### config.mk
export PLATFORM = sky130hd
export DESIGN_NAME = axis_reg_slice
export DESIGN_NICKNAME = d
export VERILOG_FILES = /design/src/rtl/axis_reg_slice.sv
export SDC_FILE = /design/constraint.sdc
export NUM_CORES = 1
export LEC_CHECK = 0
export BUFFER_PORTS_ARGS = -buffer_cell sky130_fd_sc_hd__buf_2
export CORE_MARGIN = 3
export CORE_UTILIZATION = 48
export CTS_CLUSTER_DIAMETER = 30
export DETAILED_ROUTE_END_ITERATION = 8
export GPL_TIMING_DRIVEN = 0
export PLACE_DENSITY = 0.8
export RECOVER_POWER = 25
export SLEW_MARGIN = 25
export SYNTH_ARGS = -nofsm -noshare
export SYNTH_HDL_FRONTEND = slang
export SYNTH_SLANG_ARGS = --single-unit
### constraint.sdc
create_clock -name clk -period 9.3 [get_ports clk]
set_input_delay 0.465 -clock clk [delete_from_list [all_inputs] [get_ports clk]]
set_output_delay 0.465 -clock clk [all_outputs]
set_load 0.01 [all_outputs]
### src/rtl/axis_reg_slice.sv
module axis_reg_slice #(
  parameter int DATA_W = 32,
  parameter int USER_W = 1,
  parameter int MODE   = 3
) (
  input  logic                clk,
  input  logic                rst_n,
  input  logic [DATA_W-1:0]   s_tdata,
  input  logic [DATA_W/8-1:0] s_tkeep,
  input  logic [DATA_W/8-1:0] s_tstrb,
  input  logic                s_tlast,
  input  logic [USER_W-1:0]   s_tuser,
  input  logic                s_tvalid,
  output logic                s_tready,
  output logic [DATA_W-1:0]   m_tdata,
  output logic [DATA_W/8-1:0] m_tkeep,
  output logic [DATA_W/8-1:0] m_tstrb,
  output logic                m_tlast,
  output logic [USER_W-1:0]   m_tuser,
  output logic                m_tvalid,
  input  logic                m_tready
);
  localparam int KEEP_W = DATA_W / 8;
  localparam int PW     = DATA_W + 2 * KEEP_W + 1 + USER_W;

  logic [PW-1:0] pay_in, pay_out;
  assign pay_in = {s_tuser, s_tlast, s_tstrb, s_tkeep, s_tdata};
  assign {m_tuser, m_tlast, m_tstrb, m_tkeep, m_tdata} = pay_out;

  generate
    if (MODE == 0) begin : g_bypass
      assign pay_out  = pay_in;
      assign m_tvalid = s_tvalid;
      assign s_tready = m_tready;
    end else if (MODE == 1) begin : g_fwd
      logic          out_v;
      logic [PW-1:0] out_d;
      assign s_tready = m_tready | ~out_v;
      assign m_tvalid = out_v;
      assign pay_out  = out_d;
      always_ff @(posedge clk) begin
        if (!rst_n)        out_v <= 1'b0;
        else if (s_tready) out_v <= s_tvalid;
      end
      always_ff @(posedge clk)
        if (s_tready && s_tvalid) out_d <= pay_in;
    end else if (MODE == 2) begin : g_rev
      logic          skid_v;
      logic [PW-1:0] skid_d;
      assign s_tready = ~skid_v;
      assign m_tvalid = skid_v | s_tvalid;
      assign pay_out  = skid_v ? skid_d : pay_in;
      always_ff @(posedge clk) begin
        if (!rst_n)                    skid_v <= 1'b0;
        else if (m_tready)             skid_v <= 1'b0;
        else if (s_tvalid && !skid_v)  skid_v <= 1'b1;
      end
      always_ff @(posedge clk)
        if (!skid_v && s_tvalid && !m_tready) skid_d <= pay_in;
    end else begin : g_both
      logic          main_v, skid_v;
      logic [PW-1:0] main_d, skid_d;
      assign s_tready = ~skid_v;
      assign m_tvalid = main_v;
      assign pay_out  = main_d;
      always_ff @(posedge clk) begin
        if (!rst_n) begin
          main_v <= 1'b0;
          skid_v <= 1'b0;
        end else if (skid_v) begin
          if (m_tready) begin
            main_d <= skid_d;
            skid_v <= 1'b0;
          end
        end else if (s_tvalid) begin
          if (!main_v || m_tready) begin
            main_v <= 1'b1;
            main_d <= pay_in;
          end else begin
            skid_v <= 1'b1;
            skid_d <= pay_in;
          end
        end else if (m_tready) begin
          main_v <= 1'b0;
        end
      end
    end
  endgenerate
endmodule

==> run_results.csv <==
group,metric,value,unit
setup_path,timing.critical_path.fanout_max,10,
synth,synth_compound_area_share,0.665,%
floorplan,rows,29,
floorplan,start_util,50.1,%
clock_tree,h-tree-depth,3,
setup_path,r2r_cells,6,
setup_path,critPathKind,"register to register",
synth,synthMuxAreaShare,16.6,%
synth,yosysUniqueCellTypes,16,
setup_path,reg2reg_slack,6810,ps
floorplan,die_w,87.6,um
floorplan,io_pins,90,
layout,drive_above_1_share,49.6,%
sta,worst_slack,6810,ps
clock_tree,postCtsHoldBufs,0,
route,drt-wirelength-per-cell,16.0,um
hold_path,min_path_type,"primary input to register",
synth,yosysWarningCount,0,
clock_tree,cts-resized-gates,0,
clock_tree,cts_root_buf,"clkbuf_8",
synth,synth-seq-cells,86,
setup_path,crit_path_start,"g_both.skid_v$_SDFF_PN0_",
floorplan,core_area,0.00639,mm2
synth,postSynthAreaPerCell,22.2,um2
power_and_ir_drop,ir_worst_vdd,0.000106,V
setup_path,critPathCaptureType,"register",
power_and_ir_drop,power,714,uW
flow_run,cap_violations,0,
placement,hpwl,3730,um
route,drt_iter0_markers,47,
clock_tree,cts_buffer_depth,2,
sta,whs,307,ps
power_and_ir_drop,power.internal,561,uW
sta,min_period,2490,ps
sta,maxSlewHeadroom,57.6,%
grt,grt_antenna_before_repair,0,
power_and_ir_drop,p_sw,153,uW
layout,multi_input_area,601,um2
synth,syn_nets,190,
grt,track_usage,15.0,%
sta,setup_tns,0,ps
power_and_ir_drop,swShare,21.4,%
layout,fin_area,0.00390,mm2
route,wl,5290,um
route,antenna_left,0,
layout,area_delta_synth_final,21.9,%
layout,layout_commonest_cell,"edfxtp_1",
sta,rsz0062_at_grt,"no",
placement,place_ws,7090,ps
synth,synth-seq-area-share,80.2,%
placement,placed_cell_area,0.00379,mm2
clock_tree,cts.sinks,86,
clock_tree,numCtsBuffers,9,
sta,worstMarginPinSlew,635,ps
route,route.detailed.drc,0,
hold_path,hold_end,"g_both.skid_d[17]$_DFFE_PP_",
placement,placed_cells,315,
power_and_ir_drop,combPwrFrac,7.3,%
layout,fill_cells,489,
floorplan,die_h,87.6,um
sta,hold_viol_final,0,
layout,fin_cells,331,
setup_path,timing.rr.end,"g_both.skid_d[1]$_DFFE_PP_",
power_and_ir_drop,pwr-share-seq,62.1,%
route,via_count,1611,
synth,synthSimpleGateAreaFrac,1.14,%
hold_path,hold_depth,1,
clock_tree,cts_tree,"yes",
layout,final_util,61.0,%
setup_path,worstReg2RegStart,"g_both.skid_v$_SDFF_PN0_",
grt,grt_pass1_wl,8440,um
clock_tree,cts_setup_buffers,0,
layout,nets,295,
run_status,status,"complete, no violations",
synth,synth_top_family_by_area,"multiplexers",
synth,synth_area,0.00320,mm2
placement,gp_congestion,0.671,
setup_path,startpoint_type,"register",
layout,layout_common_cells,"edfxtp_1, buf_2, clkbuf_1",
power_and_ir_drop,p_per_area,183,mW/mm2
grt,grt_max_degree,43,
power_and_ir_drop,power.leakage,1.41,nW
sta,clock_skew,6.62,ps
clock_tree,clkLatencyLatePin,340,ps
synth,synth_xor_area_share,0,%
sta,setup_violations,0,
route,dr.pass1.iters,3,
clock_tree,cts.reportedPaths.clkPinSlew,80,ps
layout,seq_area,0.00256,mm2
layout,diodes,0,
floorplan,fp.dieArea,0.00768,mm2
sta,max_freq,0.402,GHz
power_and_ir_drop,pwr-share-clk,30.6,%
sta,slew_violations,0,
setup_path,crit_arrival,2550,ps
synth,synth_adder_area_share,0,%
hold_path,hold_start,"s_tdata[17]",
setup_path,cp.required,9360,ps
grt,grt_overflow,0,
grt,grt_pass1_vias,1665,
route,via_per_inst,4.87,
placement,port-buffer-count,89,
synth,netlist_instances,144,
sta,finalCritPeriodShare,26.8,%
cell families after synthesis:
kind of cell / after synthesis
mux: 42
compound gates: 3
flops: 86
simple gates: 7
buf+inv: 6
routing by layer:
| metal | vias up | wire [um] | global-route usage [%] | part of all wire (%) |
|---|---|---|---|---|
| met2 | 51 | 2680 | 23.4 | 51 |
| met1 | 776 | 2170 | 19.0 | 41 |
| li1 | 777 | - | - | - |
| met5 | - | 0 | 0 | 0 |
| met3 | 7 | 397 | 6.11 | 7.5 |
| met4 | 0 | 42 | 5.44 | 0.79 |
power groups by stage:
| stage | Combinational, mW | Sequential (mW) | Clock (mW) |
|---|---|---|---|
| after floorplan | 0.0224 | 0.459 | 0 |
| after global placement | 0.0518 | 0.453 | 0 |
| after detailed placement | 0.0548 | 0.453 | 0 |
| after CTS | 0.0550 | 0.444 | 0.225 |
| after global routing | 0.0574 | 0.445 | 0.242 |
| final | 0.0518 | 0.444 | 0.219 |
registers in the layout, summed over array words and instances, names as in the netlist:
name	cells
g_both.main_d	42
g_both.skid_v	1
g_both.skid_d	42
m_tvalid	1
cell usage after synthesis (all sizes together):
library cell  count  area (um2)
edfxtp           84        2520
o21ai             1        5.00
o221a             1        11.3
a21oi             1        5.00
nor2b             1        6.26
nor2              1        3.75
nand2b            1        6.26
nor3              1        5.00
buf               5        43.8
nand2             2        7.51
dfxtp             2        40.0
inv               1        3.75
nand3b            1        7.51
mux2             42         529
worst max path at each step:
| stage | endpoint | depth (start not counted) | slack, ps |
|---|---|---|---|
| 3_3_place_gp | g_both.skid_d[2]$_DFFE_PP_ | 3 | 3790 |
| 4_1_cts | g_both.skid_d[30]$_DFFE_PP_ | 6 | 7170 |
| 5_1_grt | g_both.skid_d[1]$_DFFE_PP_ | 6 | 6590 |
| 2_1_floorplan | g_both.skid_d[0]$_DFFE_PP_ | 2 | 5280 |
| 3_5_place_dp | g_both.skid_d[4]$_DFFE_PP_ | 6 | 7090 |
| 6_report | g_both.skid_d[1]$_DFFE_PP_ | 6 | 6810 |
final cells by class:
cell class                 count  share of cell area [%]
buffer                         5                   0.674
clock buffer                  11                    3.37
clock inverter                 5                   0.674
inverter                       1                  0.0963
multi-input combinational     52                    15.4
sequential                    86                    65.7
tap                           77                    2.47
timing repair buffer          94                    11.6
critical path: stages, from the launching register on:
cell and delay [ps]:
dfxtp_1 330, clkbuf_1 280, clkbuf_1 370, nor3_2 570, buf_4 290, buf_4 200
buf_4 170
Power figures use the tool's default switching activity.
